[config.mk]
export PLATFORM = sky130hd
export DESIGN_NAME = brsel_unit
export DESIGN_NICKNAME = d
export VERILOG_FILES = /design/src/rtl/brsel_pkg.sv /design/src/rtl/brsel_ctrl.sv /design/src/rtl/brsel_dp.sv /design/src/rtl/brsel_unit.sv
export SDC_FILE = /design/constraint.sdc
export NUM_CORES = 1
export LEC_CHECK = 0
export BUFFER_PORTS_ARGS = -buffer_cell sky130_fd_sc_hd__buf_2
export CORE_MARGIN = 4
export CORE_UTILIZATION = 30
export CTS_CLUSTER_SIZE = 14
export DETAILED_ROUTE_END_ITERATION = 7
export HOLD_SLACK_MARGIN = 0.06
export PLACE_DENSITY_LB_ADDON = 0.1
export SETUP_SLACK_MARGIN = 0.15
export SLEW_MARGIN = 20
export SYNTH_ARGS = -nofsm -noshare
export SYNTH_HDL_FRONTEND = slang
export SYNTH_HIERARCHICAL = 1
export SYNTH_SLANG_ARGS = --single-unit
[constraint.sdc]
create_clock -name clk -period 6.2 [get_ports clk]
set_input_delay 0.31 -clock clk [delete_from_list [all_inputs] [get_ports clk]]
set_output_delay 0.31 -clock clk [all_outputs]
set_load 0.03 [all_outputs]
[src/rtl/brsel_pkg.sv]
package brsel_pkg;

  typedef enum logic [1:0] {
    OP_BRANCH   = 2'd0,
    OP_CMOV_REG = 2'd1,
    OP_CMOV_IMM = 2'd2,
    OP_SET_FLAG = 2'd3
  } opKind_e;

  // Strobes from control to datapath
  typedef struct packed {
    logic load;
    logic isBranch;
    logic takeBranch;
    logic raiseTrap;
    logic pickA;
    logic useImm;
    logic isFlagOp;
    logic condBit;
  } ctrlStrobes_t;

  localparam logic [3:0] CODE_ALWAYS = 4'h5;
  localparam logic [3:0] CODE_SAT    = 4'hD;

endpackage

[src/rtl/brsel_ctrl.sv]
module brsel_ctrl
  import brsel_pkg::*;
#(
  parameter int HI_W = 5,
  parameter int LO_W = 3
) (
  input  logic              inValid,
  input  logic [1:0]        opKind,
  input  logic [3:0]        condCode,
  input  logic              flagZ,
  input  logic              flagS,
  input  logic              flagOv,
  input  logic              flagCy,
  input  logic              flagSat,
  input  logic [HI_W-1:0]   dispHi,
  input  logic [LO_W-1:0]   dispLo,
  output ctrlStrobes_t      strobes
);

  logic baseMet;
  logic condMet;
  logic dispIsZero;
  logic isBranchOp;
  logic trapHit;
  opKind_e kind;

  assign kind = opKind_e'(opKind);

  always_comb begin
    unique case (condCode[2:0])
      3'd0: baseMet = flagOv;
      3'd1: baseMet = flagCy;
      3'd2: baseMet = flagZ;
      3'd3: baseMet = flagCy | flagZ;
      3'd4: baseMet = flagS;
      3'd5: baseMet = 1'b1;
      3'd6: baseMet = flagS ^ flagOv;
      default: baseMet = (flagS ^ flagOv) | flagZ;
    endcase
  end

  always_comb begin
    if (condCode == CODE_SAT) condMet = flagSat;
    else if (condCode[3])     condMet = ~baseMet;
    else                      condMet = baseMet;
  end

  assign dispIsZero = ~|{dispHi, dispLo};
  assign isBranchOp = (kind == OP_BRANCH);
  assign trapHit    = isBranchOp && (condCode == CODE_ALWAYS) && dispIsZero;

  always_comb begin
    strobes.load       = inValid;
    strobes.isBranch   = isBranchOp;
    strobes.raiseTrap  = trapHit;
    strobes.takeBranch = isBranchOp && condMet && !trapHit;
    strobes.pickA      = condMet;
    strobes.useImm     = (kind == OP_CMOV_IMM);
    strobes.isFlagOp   = (kind == OP_SET_FLAG);
    strobes.condBit    = condMet;
  end

endmodule

[src/rtl/brsel_dp.sv]
module brsel_dp
  import brsel_pkg::*;
#(
  parameter int DATA_W = 32,
  parameter int PC_W   = 32,
  parameter int HI_W   = 5,
  parameter int LO_W   = 3,
  parameter int IMM_W  = 5
) (
  input  logic              clk,
  input  logic              rstN,
  input  ctrlStrobes_t      strobes,
  input  logic [PC_W-1:0]   pcIn,
  input  logic [HI_W-1:0]   dispHi,
  input  logic [LO_W-1:0]   dispLo,
  input  logic [DATA_W-1:0] opA,
  input  logic [DATA_W-1:0] opB,
  input  logic [IMM_W-1:0]  imm5,
  output logic              outValid,
  output logic              taken,
  output logic [PC_W-1:0]   nextPc,
  output logic [DATA_W-1:0] selValue,
  output logic              trapReq
);

  localparam int DISP_W = HI_W + LO_W + 1;
  localparam logic [PC_W-1:0] STEP = PC_W'(2);

  logic [DISP_W-1:0] dispRaw;
  logic [PC_W-1:0]   dispExt;
  logic [DATA_W-1:0] immExt;
  logic [DATA_W-1:0] moveSrcA;
  logic [PC_W-1:0]   nextPcD;
  logic [DATA_W-1:0] selD;

  assign dispRaw = {dispHi, dispLo, 1'b0};

  generate
    if (PC_W > DISP_W) begin : g_dispWide
      assign dispExt = {{(PC_W-DISP_W){dispRaw[DISP_W-1]}}, dispRaw};
    end else begin : g_dispNarrow
      assign dispExt = dispRaw[PC_W-1:0];
    end
    if (DATA_W > IMM_W) begin : g_immWide
      assign immExt = {{(DATA_W-IMM_W){imm5[IMM_W-1]}}, imm5};
    end else begin : g_immNarrow
      assign immExt = imm5[DATA_W-1:0];
    end
  endgenerate

  assign moveSrcA = strobes.useImm ? immExt : opA;

  always_comb begin
    if (strobes.raiseTrap)       nextPcD = pcIn;
    else if (strobes.takeBranch) nextPcD = pcIn + dispExt;
    else                         nextPcD = pcIn + STEP;
  end

  always_comb begin
    if (strobes.isFlagOp)      selD = {{(DATA_W-1){1'b0}}, strobes.condBit};
    else if (strobes.isBranch) selD = '0;
    else if (strobes.pickA)    selD = moveSrcA;
    else                       selD = opB;
  end

  always_ff @(posedge clk) begin
    if (!rstN) begin
      outValid <= 1'b0;
      taken    <= 1'b0;
      trapReq  <= 1'b0;
      nextPc   <= '0;
      selValue <= '0;
    end else begin
      outValid <= strobes.load;
      if (strobes.load) begin
        taken    <= strobes.takeBranch;
        trapReq  <= strobes.raiseTrap;
        nextPc   <= nextPcD;
        selValue <= selD;
      end
    end
  end

endmodule

[src/rtl/brsel_unit.sv]
module brsel_unit
  import brsel_pkg::*;
#(
  parameter int DATA_W = 32,
  parameter int PC_W   = 32,
  parameter int HI_W   = 5,
  parameter int LO_W   = 3,
  parameter int IMM_W  = 5
) (
  input  logic              clk,
  input  logic              rstN,
  input  logic              inValid,
  input  logic [1:0]        opKind,
  input  logic [3:0]        condCode,
  input  logic              flagZ,
  input  logic              flagS,
  input  logic              flagOv,
  input  logic              flagCy,
  input  logic              flagSat,
  input  logic [PC_W-1:0]   pcIn,
  input  logic [HI_W-1:0]   dispHi,
  input  logic [LO_W-1:0]   dispLo,
  input  logic [DATA_W-1:0] opA,
  input  logic [DATA_W-1:0] opB,
  input  logic [IMM_W-1:0]  imm5,
  output logic              outValid,
  output logic              taken,
  output logic [PC_W-1:0]   nextPc,
  output logic [DATA_W-1:0] selValue,
  output logic              trapReq
);

  ctrlStrobes_t strobes;

  brsel_ctrl #(.HI_W(HI_W), .LO_W(LO_W)) u_ctrl (
    .inValid (inValid),
    .opKind  (opKind),
    .condCode(condCode),
    .flagZ   (flagZ),
    .flagS   (flagS),
    .flagOv  (flagOv),
    .flagCy  (flagCy),
    .flagSat (flagSat),
    .dispHi  (dispHi),
    .dispLo  (dispLo),
    .strobes (strobes)
  );

  brsel_dp #(
    .DATA_W(DATA_W), .PC_W(PC_W), .HI_W(HI_W), .LO_W(LO_W), .IMM_W(IMM_W)
  ) u_dp (
    .clk     (clk),
    .rstN    (rstN),
    .strobes (strobes),
    .pcIn    (pcIn),
    .dispHi  (dispHi),
    .dispLo  (dispLo),
    .opA     (opA),
    .opB     (opB),
    .imm5    (imm5),
    .outValid(outValid),
    .taken   (taken),
    .nextPc  (nextPc),
    .selValue(selValue),
    .trapReq (trapReq)
  );

endmodule

Word-level counts from Yosys, hierarchy flattened --
Index checks and enable logic that the tools add are counted.
Operators by class: add/subtract/negate cells 2, eq/ne operators 10, muxes and demuxes 9, bitwise logic cells 4, reductions and logical operators 9
Operator list (count):
- 32-bit two-way mux | 6
- 32-bit by 2-bit adder with 32-bit output, second input constant | 1
- 32-bit adder | 1
- 3-bit == test, second input constant | 3
- 8-bit OR reduction | 1
- 1-bit one-hot mux with 7 select lines | 1
- 3-bit by 2-bit == test with 1-bit output, second input constant | 2
- 2-bit == test, second input constant | 2
- 4-bit by 3-bit == test with 1-bit output, second input constant | 1
- 4-bit == test, second input constant | 1
- 1-bit logical AND | 4
- 3-bit by 1-bit == test with 1-bit output, second input constant | 1
- 3-bit zero test | 1
- 1-bit zero test | 2
- 2-bit zero test | 1
- 1-bit two-way mux | 2
- 1-bit bitwise OR | 2
- 1-bit inverter | 1
- 1-bit bitwise XOR | 1
Storage, ports and cells: register bits after elaboration 67, bits of input ports 123, output and inout bits 67, word-level logic and storage cells 39

Longest topological paths before layout --
Gate-level depths: netlist of the first run.
depth in word-level cells 10, mapped depth 16, mapped depth without buffers 15

Modules after synthesis --
Netlist of the first run, hierarchy kept.
By module, submodules not included:
- brsel_dp | times used 1, cells each 637, area each 4722.0 sq um, seq. area each 1341.3 sq um
- brsel_ctrl | times used 1, cells each 28, area each 210.2 sq um, seq. area each 0.0 sq um

Worst setup path after synthesis of the first run --
No wires, ideal clock.
path kind input -> register, from input condCode[2], to register u_dp.nextPc[29], setup time 0.133 ns, data arrival time 3.769 ns, data required time 6.067 ns, setup slack 2.298 ns, cell stages on the path 16, path buffers 1, path through or4b_1 -> o211ai_2 -> o211ai_1 -> and4bb_1 -> buf_2 -> nand2b_1 -> ha_1 -> inv_1 -> fa_1 -> nor2b_1 -> o2111ai_1 -> a21oi_1 -> o211ai_1 -> or4_1 -> a221oi_1 -> a311oi_1
RTL lines:
- start, declared | RTL line brsel_unit.sv:14 | input logic [3:0] condCode,
- end signal, assigned | RTL line brsel_dp.sv:78 | nextPc <= nextPcD;
- end, declared | RTL line brsel_dp.sv:21 | output logic [PC_W-1:0] nextPc,

==> run_results.csv, run 1 <==
group,metric,value,unit
detailed_routing,routed_wl,18.2,mm
pwr,power_density,221,nW/um^2
clock_tree,root_buffer,"clkbuf_16",
clock_tree,cts_tree,"done",
logic_synthesis,synth_cell_types,82,
worst_setup_path,end_kind,"register",
clock_tree,h-tree-depth,3,
die,die_h,136,um
sta,tightest_slew,1.01,ns
placement,place.detailed.hpwl,13.6,mm
placement,port_buffers,189,
logic_synthesis,synth_compound_area_frac,0.281,
die,boundaryPins,190,
logic_synthesis,yosys.area_share.xor_xnor,0.0355,
sta,skew,0,ns
worst_setup_path,cp.arrival,4.44,ns
hold_path,hold_end,"u_dp/nextPc[0]",
cells_and_area,final_cells,1029,
sta,fin_crit_sh,0.690,
clock_tree,clk_pin_slew_worst_paths,0.06,ns
detailed_routing,ant_nets,0,
logic_synthesis,synth_top_area_frac,0.272,
logic_synthesis,syn_area_per_cell,7.42,um^2
logic_synthesis,synth-seq-area-share,0.272,
global_routing,track_usage,0.188,
sta,hold_violations,0,
global_routing,grt_pass1_wl,28.0,mm
clock_tree,cts_buffer_depth,2,
detailed_routing,wl_per_cell,17.7,um
pwr,power.leakage,2.70,nW
sta,finalSetupViolations,0,
logic_synthesis,synth_area_leaders,"dfxtp_1, a21oi_1, nor2_1",
cells_and_area,nNetsFinal,939,
die,die_w,136,um
worst_setup_path,worstSetupStartpointType,"primary input",
clock_tree,ctsHoldBuffers,0,
global_routing,grt_max_degree,66,
logic_synthesis,synth-simple-area-share,0.285,
sta,slew_headroom,0.325,
sta,max_freq,234,MHz
cells_and_area,nFillCells,1760,
detailed_routing,dr.pass1.iters,4,
cells_and_area,drive_above_1_share,0.290,
sta,holdWs,0.224,ns
logic_synthesis,async_flop_share,0,
detailed_routing,remaining_drc_errors,0,
sta,period_minus_slack,4.28,ns
die,die_area,18600,um^2
sta,tns,0,ns
logic_synthesis,synth_warnings,6,
global_routing,grt_pass1_vias,5240,
detailed_routing,dr.first_iter.drc_count,330,
logic_synthesis,muxShareOfSynthArea,0.0345,
logic_synthesis,synth_top_family_by_area,"simple AND/OR/NAND/NOR gates",
worst_setup_path,worstPathMaxFanout,12,
hold_path,min_path_cells,3,
hold_path,hp-start,"pcIn[0]",
worst_setup_path,crit_type,"in2reg",
detailed_routing,viasPerCell,5.40,
worst_setup_path,r2r_end,"u_dp/nextPc[29]",
global_routing,antenna_found_initial,0,
pwr,ir_worst_vdd,0.136,mV
logic_synthesis,ys.flop_type,"dfxtp_1",
die,core,16000,um^2
logic_synthesis,yosysTopAreaCell,"dfxtp_1",
job,drv_cap,0,
clock_tree,ctsResizeCount,0,
logic_synthesis,ys_ff_latch,67,
cells_and_area,syn_to_final_growth,25.8,%
die,rows,46,
logic_synthesis,syn_area,4930,um^2
placement,routabilityCongestion,0.891,
hold_path,worstHoldPathType,"in2reg",
outcome,status,"finished clean",
logic_synthesis,synth_edf_count,0,
logic_synthesis,syn_nets,796,
clock_tree,clk_latency,0.34,ns
sta,rsz0062_at_grt,"false",
sta,drv_slew,0,
detailed_routing,vias,5556,
global_routing,grt_overflow,0,
worst_setup_path,r2r_slack,5.26,ns
cells_and_area,final_cell_mix,"buf_2, nor2_1, a21oi_1, dfxtp_1, a211oi_1",
die,initial_core_util,0.308,
logic_synthesis,postSynthCellCount,665,
clock_tree,post-cts-setup-buffer-count,0,
clock_tree,cts_buffers,9,
cells_and_area,final_common_cell,"buf_2",
clock_tree,clock_sinks,67,
worst_setup_path,reg2reg_from,"u_dp/nextPc[29]",
placement,dp.cells,1013,
logic_synthesis,synthAdderAreaFrac,0.0218,
cells_and_area,antenna_cells,0,
worst_setup_path,crit_required,6.37,ns
worst_setup_path,rr_worst_depth,3,
kinds of logic (layout without fill, tap and decap cells):
family                     count (synthesis)  after routing
AOI/OAI and AO/OA                        210            210
DFF                                       67             67
buffers and inverters                     71            219
muxes                                     17             17
adders and majority gates                  8              8
and+or+nand+nor                          272            272
xor gates and xnor gates                  20             20
report_power, final:
part / total [W] / internal, W / switching (W)
sequential: 0.000473 / 0.000460 / 0.0000132
combinational: 0.000346 / 0.000119 / 0.000227
clock: 0.000554 / 0.000353 / 0.000201
total: 0.00137 / 0.000932 / 0.000441
stage by stage:
stage                      util  power (W)  cell area (um^2)  worst slack [ns]
after floorplan               -   0.000711              4930              2.30
after global placement    0.368   0.000827              5880              1.82
after detailed placement  0.368   0.000828              5880              1.61
after CTS                 0.388    0.00139              6200              1.96
after global routing      0.388    0.00144              6200              1.57
final                     0.388    0.00137              6200              1.92
worst max-delay path by stage:
stage | from | to | slack, ns
floorplan | condCode[2] | u_dp/nextPc[29] | 2.30
global placement | condCode[2] | u_dp/nextPc[29] | 1.82
detailed placement | condCode[2] | u_dp/nextPc[29] | 1.61
CTS | condCode[2] | u_dp/nextPc[29] | 1.96
global route | condCode[2] | u_dp/nextPc[29] | 1.57
finish | condCode[2] | u_dp/nextPc[29] | 1.92
cells in the mapped netlist (8+ instances only):
| library cell | number |
|---|---|
| clkbuf_1 | 46 |
| o211ai_1 | 9 |
| nor4_1 | 13 |
| a211oi_1 | 45 |
| or3_1 | 8 |
| a21oi_1 | 88 |
| xnor2_1 | 16 |
| nand3_1 | 16 |
| nand2_1 | 31 |
| nor3_1 | 9 |
| mux2i_1 | 17 |
| nand4_1 | 12 |
| o21ai_0 | 15 |
| and2_1 | 15 |
| nor2_1 | 112 |
| dfxtp_1 | 67 |
registers in the layout, summed over array words and instances (netlist names):
register       cells
u_dp/nextPc       32
u_dp/taken         1
u_dp/outValid      1
u_dp/selValue     32
u_dp/trapReq       1
cell type report:
cell class                 count  area (um^2)  share of cell area
timing repair buffer         195          991               0.160
sequential                    67         1340               0.216
inverter                       8         30.0             0.00484
multi-input combinational    527         3250               0.524
clock inverter                 6         90.1              0.0145
clock buffer                  10          229              0.0369
tap                          216          270              0.0436
per-layer routing:
layer	routed length (um)	GRT usage	share of wire
met5	0	0	0
met4	240	0.0543	0.013
met3	1270	0.0429	0.070
met2	8510	0.303	0.47
met1	8200	0.251	0.45
worst max-delay path: stages:
cell and delay (ns):
buf_2 0.13, or4b_1 0.53, o211ai_2 0.11, nor3_2 0.08
and4bb_1 0.53, nand2_1 0.17, fa_1 0.43, nor2b_1 0.23
o2111ai_1 0.19, a21oi_1 0.56, o211ai_1 0.23, or4_1 0.53
a221oi_1 0.31, a311oi_1 0.08
No activity file was read; power rests on OpenSTA's default activity.
==> run 2: changes to the inputs <==
- clock period: 6.2 -> 3.5 ns (I/O delays scaled with it)
==> run_results.csv, run 2 (synthesized netlist as in run 1, its figures left out) <==
group,metric,value,unit
die,boundaryPins,190,
pwr,p_int,0.00170,W
sta,period_minus_slack,3.42,ns
cells_and_area,reg.largest.list,"u_dp/nextPc (32), u_dp/selValue (32)",
sta,rsz0062_at_grt,"true",
cells_and_area,final_area,6860,um^2
cells_and_area,nFillCells,1719,
clock_tree,cts_buffers,9,
cells_and_area,nNetsFinal,987,
placement,place_area,6270,um^2
hold_path,hp-start,"pcIn[0]",
detailed_routing,routed_wl,19.0,mm
clock_tree,clk_latency,0.34,ns
clock_tree,root_buffer,"clkbuf_16",
sta,finalSetupViolations,0,
pwr,power.leakage,2.96,nW
placement,dp_slack,-0.357,ns
sta,slew_headroom,0.280,
detailed_routing,viasPerCell,5.29,
sta,hold_violations,0,
die,die_h,136,um
worst_setup_path,crit_type,"in2reg",
pwr,power.switching,0.000833,W
hold_path,worstHoldPathType,"in2reg",
cells_and_area,syn_to_final_growth,39.0,%
sta,max_freq,292,MHz
clock_tree,clock_sinks,67,
cells_and_area,final_cells,1077,
hold_path,hold_end,"u_dp/nextPc[0]",
detailed_routing,vias,5701,
detailed_routing,ant_nets,0,
clock_tree,ctsHoldBuffers,0,
global_routing,grt_pass1_wl,29.2,mm
clock_tree,clk_pin_slew_worst_paths,0.06,ns
clock_tree,cts_buffer_depth,2,
pwr,power,0.00253,W
placement,port_buffers,189,
sta,finalWorstSetupSlack,0.0811,ns
die,die_area,18600,um^2
pwr,swShare,0.329,
worst_setup_path,worstPathMaxFanout,5,
worst_setup_path,end_kind,"register",
hold_path,min_path_cells,3,
die,die_w,136,um
clock_tree,cts_tree,"done",
global_routing,grt_overflow,0,
die,core,16000,um^2
cells_and_area,final_cell_mix,"buf_2, nor2_1, a21oi_1, dfxtp_1, buf_4",
worst_setup_path,r2r_slack,2.54,ns
worst_setup_path,crit_required,3.73,ns
die,rows,46,
global_routing,grt_max_degree,66,
pwr,power_density,369,nW/um^2
job,drv_cap,0,
sta,skew,0,ns
worst_setup_path,cp.arrival,3.65,ns
worst_setup_path,r2r_end,"u_dp/nextPc[29]",
detailed_routing,dr.first_iter.drc_count,429,
cells_and_area,antenna_cells,0,
pwr,ir_worst_vdd,0.251,mV
detailed_routing,wl_per_cell,17.6,um
sta,tightest_slew,1.08,ns
detailed_routing,dr.pass1.iters,5,
cells_and_area,drive_above_1_share,0.376,
placement,routabilityCongestion,0.863,
global_routing,grt_pass1_vias,5721,
worst_setup_path,worstSetupStartpointType,"primary input",
global_routing,antenna_found_initial,0,
worst_setup_path,reg2reg_from,"u_dp/nextPc[29]",
pwr,clkPwrFrac,0.400,
sta,fin_crit_sh,0.977,
die,initial_core_util,0.308,
worst_setup_path,rr_worst_depth,3,
cells_and_area,final_common_cell,"buf_2",
pwr,pwr-share-comb,0.268,
placement,place.detailed.hpwl,13.9,mm
cells_and_area,fin_util,0.428,
global_routing,track_usage,0.197,
outcome,status,"finished clean",
placement,dp.cells,1053,
sta,drv_slew,0,
clock_tree,h-tree-depth,3,
detailed_routing,remaining_drc_errors,0,
pwr,power_frac_seq,0.331,
[run 2: critical path, cell delays in order]
cell and delay (ns):
buf_6 0.09, or4b_4 0.54, o211ai_4 0.11, o211ai_1 0.20, and4bb_4 0.29, nand2b_1 0.08
ha_2 0.19, inv_2 0.04, fa_2 0.36, nor2b_4 0.16, o2111ai_4 0.16, a21oi_2 0.20
buf_4 0.17, o211ai_1 0.13, mux2i_1 0.20, and4_1 0.23, a311o_1 0.30
[run 2: power groups by stage]
stage | clock (W) | combinational [W] | sequential [W]
6_report | 0.00101 | 0.000680 | 0.000839
5_1_grt | 0.00107 | 0.000741 | 0.000845
4_1_cts | 0.00104 | 0.000653 | 0.000839
3_5_place_dp | 0 | 0.000650 | 0.000855
3_3_place_gp | 0 | 0.000646 | 0.000854
2_1_floorplan | 0 | 0.000314 | 0.000957
[run 2: cell type report]
cell class                      instances  area, um^2  share of cell area
Multi-Input combinational cell        528        3520               0.514
Tap cell                              216         270              0.0394
Inverter                                8        32.5             0.00475
Clock buffer                            9         225              0.0329
Clock inverter                          7         101              0.0148
Sequential cell                        67        1340               0.196
Timing Repair Buffer                  242        1360               0.199
[run 2: repair_timing]
action / 4_1_cts / 5_1_grt
pin swaps: 3 / 26
buffers inserted: 0 / 7
endpoints found under the setup margin: 9 / 17
gates resized for setup: 3 / 37
cloned: 0 / 1
[run 2: worst max path at each step]
stage	from	to	slack, ns	depth (start not counted)
6_report	condCode[2]	u_dp/nextPc[19]	0.08	17
5_1_grt	condCode[2]	u_dp/nextPc[19]	-0.04	17
4_1_cts	condCode[2]	u_dp/nextPc[28]	0.14	14
3_5_place_dp	condCode[2]	u_dp/nextPc[20]	-0.36	15
3_3_place_gp	condCode[2]	u_dp/nextPc[28]	-0.29	15
2_1_floorplan	condCode[2]	u_dp/nextPc[29]	0.004	16
[run 2: metal layers]
metal  vias up  GRT usage  share of wire
li1       2841          -              -
met1      2630      0.244           0.43
met2       199      0.326           0.47
met3        31     0.0581          0.077
met4         0     0.0683          0.022
met5         -          0              0
[run 2: stage by stage]
| step | hold slack, ns | setup TNS, ns |
|---|---|---|
| CTS | 0.0659 | 0 |
| detailed placement | 0.423 | -3.88 |
| finish | 0.0918 | 0 |
| global placement | 0.417 | -3.10 |
| floorplan | 0.322 | 0 |
| global route | 0.0872 | -0.115 |
==> run 3: changes to the inputs <==
- ABC_AREA: not set -> 1
==> run_results.csv, run 3 <==
group,metric,value,unit
outcome,status,"finished clean",
clock_tree,cts_tree,"done",
logic_synthesis,postSynthCellCount,968,
placement,routabilityCongestion,0.870,
sta,tightest_slew,1.03,ns
global_routing,grt_use_met2,0.329,
job,drv_cap,0,
clock_tree,ctsHoldBuffers,1,
pwr,ir_worst_vdd,0.237,mV
pwr,swShare,0.358,
detailed_routing,dr.pass1.iters,5,
global_routing,grt_max_degree,38,
cells_and_area,drive_above_1_share,0.254,
worst_setup_path,worstSetupStartpointType,"primary input",
logic_synthesis,synth_area_leaders,"dfxtp_1, nand2_1, a21oi_1",
sta,skew,0,ns
logic_synthesis,syn_area,5680,um^2
global_routing,met3_usage,0.0464,
worst_setup_path,reg2reg_from,"u_dp/nextPc[16]",
pwr,power.leakage,3.90,nW
die,boundaryPins,190,
logic_synthesis,synth_warnings,6,
logic_synthesis,yosysTopAreaCell,"dfxtp_1",
cells_and_area,final_cell_mix,"nand2_1, buf_2, inv_1, a21oi_1, nand3_1",
global_routing,antenna_found_initial,1,
worst_setup_path,end_kind,"register",
logic_synthesis,syn_area_per_cell,5.87,um^2
sta,period_minus_slack,2.71,ns
detailed_routing,ant_nets,0,
die,die_w,146,um
placement,place.detailed.hpwl,16.6,mm
worst_setup_path,cp.arrival,2.91,ns
sta,holdWs,0.140,ns
hold_path,worstHoldPathType,"in2reg",
sta,hold_violations,0,
global_routing,track_usage,0.203,
sta,tns,0,ns
logic_synthesis,synth_top_area_frac,0.236,
detailed_routing,wl_per_cell,15.9,um
clock_tree,cts_buffer_depth,2,
die,core,18600,um^2
detailed_routing,viasPerCell,4.84,
logic_synthesis,synth_edf_count,0,
cells_and_area,reg.largest.list,"u_dp/nextPc (32), u_dp/selValue (32)",
pwr,power.switching,0.000937,W
logic_synthesis,async_flop_share,0,
clock_tree,h-tree-depth,3,
placement,port_buffers,189,
worst_setup_path,crit_type,"in2reg",
die,rows,50,
worst_setup_path,startpoint,"condCode[1]",
global_routing,grt_overflow,0,
logic_synthesis,synth_cell_types,45,
cells_and_area,final_common_cell,"nand2_1",
logic_synthesis,ys_ff_latch,67,
global_routing,grt_pass1_vias,6448,
pwr,p_int,0.00168,W
global_routing,busiest_layer,"met2",
worst_setup_path,crit_required,3.71,ns
clock_tree,post-cts-setup-buffer-count,0,
pwr,pwr-share-comb,0.302,
sta,drv_slew,0,
detailed_routing,vias,6629,
logic_synthesis,synth_most_common_cell,"nand2_1",
cells_and_area,fin_util,0.380,
pwr,power_frac_seq,0.323,
die,die_area,21200,um^2
sta,finalSetupViolations,0,
detailed_routing,dr.first_iter.drc_count,364,
detailed_routing,remaining_drc_errors,0,
clock_tree,ctsResizeCount,0,
logic_synthesis,synth-seq-area-share,0.236,
logic_synthesis,ys.flop_type,"dfxtp_1",
detailed_routing,routed_wl,21.8,mm
sta,max_freq,370,MHz
clock_tree,cts_buffers,9,
sta,fin_crit_sh,0.773,
pwr,clkPwrFrac,0.375,
clock_tree,clock_sinks,67,
cells_and_area,syn_to_final_growth,24.9,%
die,initial_core_util,0.305,
global_routing,grt_pass1_wl,35.2,mm
die,die_h,146,um
logic_synthesis,synth_common_cells,"nand2_1, inv_1, a21oi_1, nand3_1, nor2_1",
global_routing,grt_util_met1,0.272,
clock_tree,clk_latency,0.34,ns
cells_and_area,nNetsFinal,1263,
sta,rsz0062_at_grt,"false",
hold_path,hp-start,"pcIn[1]",
worst_setup_path,worstPathMaxFanout,32,
pwr,power_density,369,nW/um^2
clock_tree,clk_pin_slew_worst_paths,0.06,ns
cells_and_area,antenna_cells,0,
logic_synthesis,syn_nets,1099,
clock_tree,root_buffer,"clkbuf_16",
sta,slew_headroom,0.313,
-- run 3: logic make-up after synthesis --
family	synth area share
xor gates and xnor gates	0.0218
AOI/OAI and AO/OA	0.188
buffers and inverters	0.142
adders and majority gates	0.0189
and+or+nand+nor	0.393
DFF	0.236
-- run 3: cell type report --
cell class	count	area [um^2]
repair buffers	204	1070
clock buffers	12	267
well taps	234	293
fillers	2089	11600
clock inverters	4	47.5
flip-flops and latches	67	1340
inverters	141	529
multi-input cells	709	3540
-- run 3: critical path, cell delays in order --
cell	delay, ns
buf_2	0.13
inv_1	0.08
nand3_2	0.09
o21ai_0	0.15
inv_1	0.05
nand2_1	0.07
nand2_2	0.06
nor2_2	0.23
buf_12	0.23
nand2_8	0.19
buf_4	0.26
nand2_1	0.07
nand2_1	0.17
nand2_1	0.17
nor2_1	0.06
nand2_1	0.05
nand3_1	0.08
nor2_1	0.13
nand2_1	0.06
nand2_1	0.05
nand3_1	0.13
nand2_1	0.11
a21oi_1	0.06
-- run 3: final timing paths --
kind / end / slack (ns) / cells past startpoint
worst min register to register: u_dp/selValue[7] / 0.46 / 2
worst max register to register: u_dp/nextPc[16] / 2.81 / 2
worst min-delay path: u_dp/nextPc[1] / 0.14 / 3
worst max-delay path: u_dp/nextPc[27] / 0.79 / 23
-- run 3: stage by stage --
step | power [W] | instance area (um^2) | setup WS (ns) | std cells
6_report | 0.00262 | 7090 | 0.794 | 1371
5_1_grt | 0.00277 | 7090 | 0.402 | 1371
4_1_cts | 0.00266 | 7090 | 0.814 | 1371
3_5_place_dp | 0.00165 | 6770 | 0.456 | 1354
3_3_place_gp | 0.00166 | 6770 | 0.502 | 1354
2_1_floorplan | 0.00139 | 5680 | 0.830 | 968
-- run 3: power groups by stage --
stage	Clock (W)	Sequential (W)	Combinational, W
floorplan	0	0.000970	0.000422
global placement	0	0.000862	0.000795
detailed placement	0	0.000862	0.000790
CTS	0.00102	0.000846	0.000794
global route	0.00104	0.000853	0.000879
finish	0.000983	0.000846	0.000790
-- run 3: layer usage --
metal	share of wire	vias up
li1	-	3425
met1	0.46	2968
met2	0.46	201
met3	0.059	33
met4	0.023	2
met5	0.00037	-
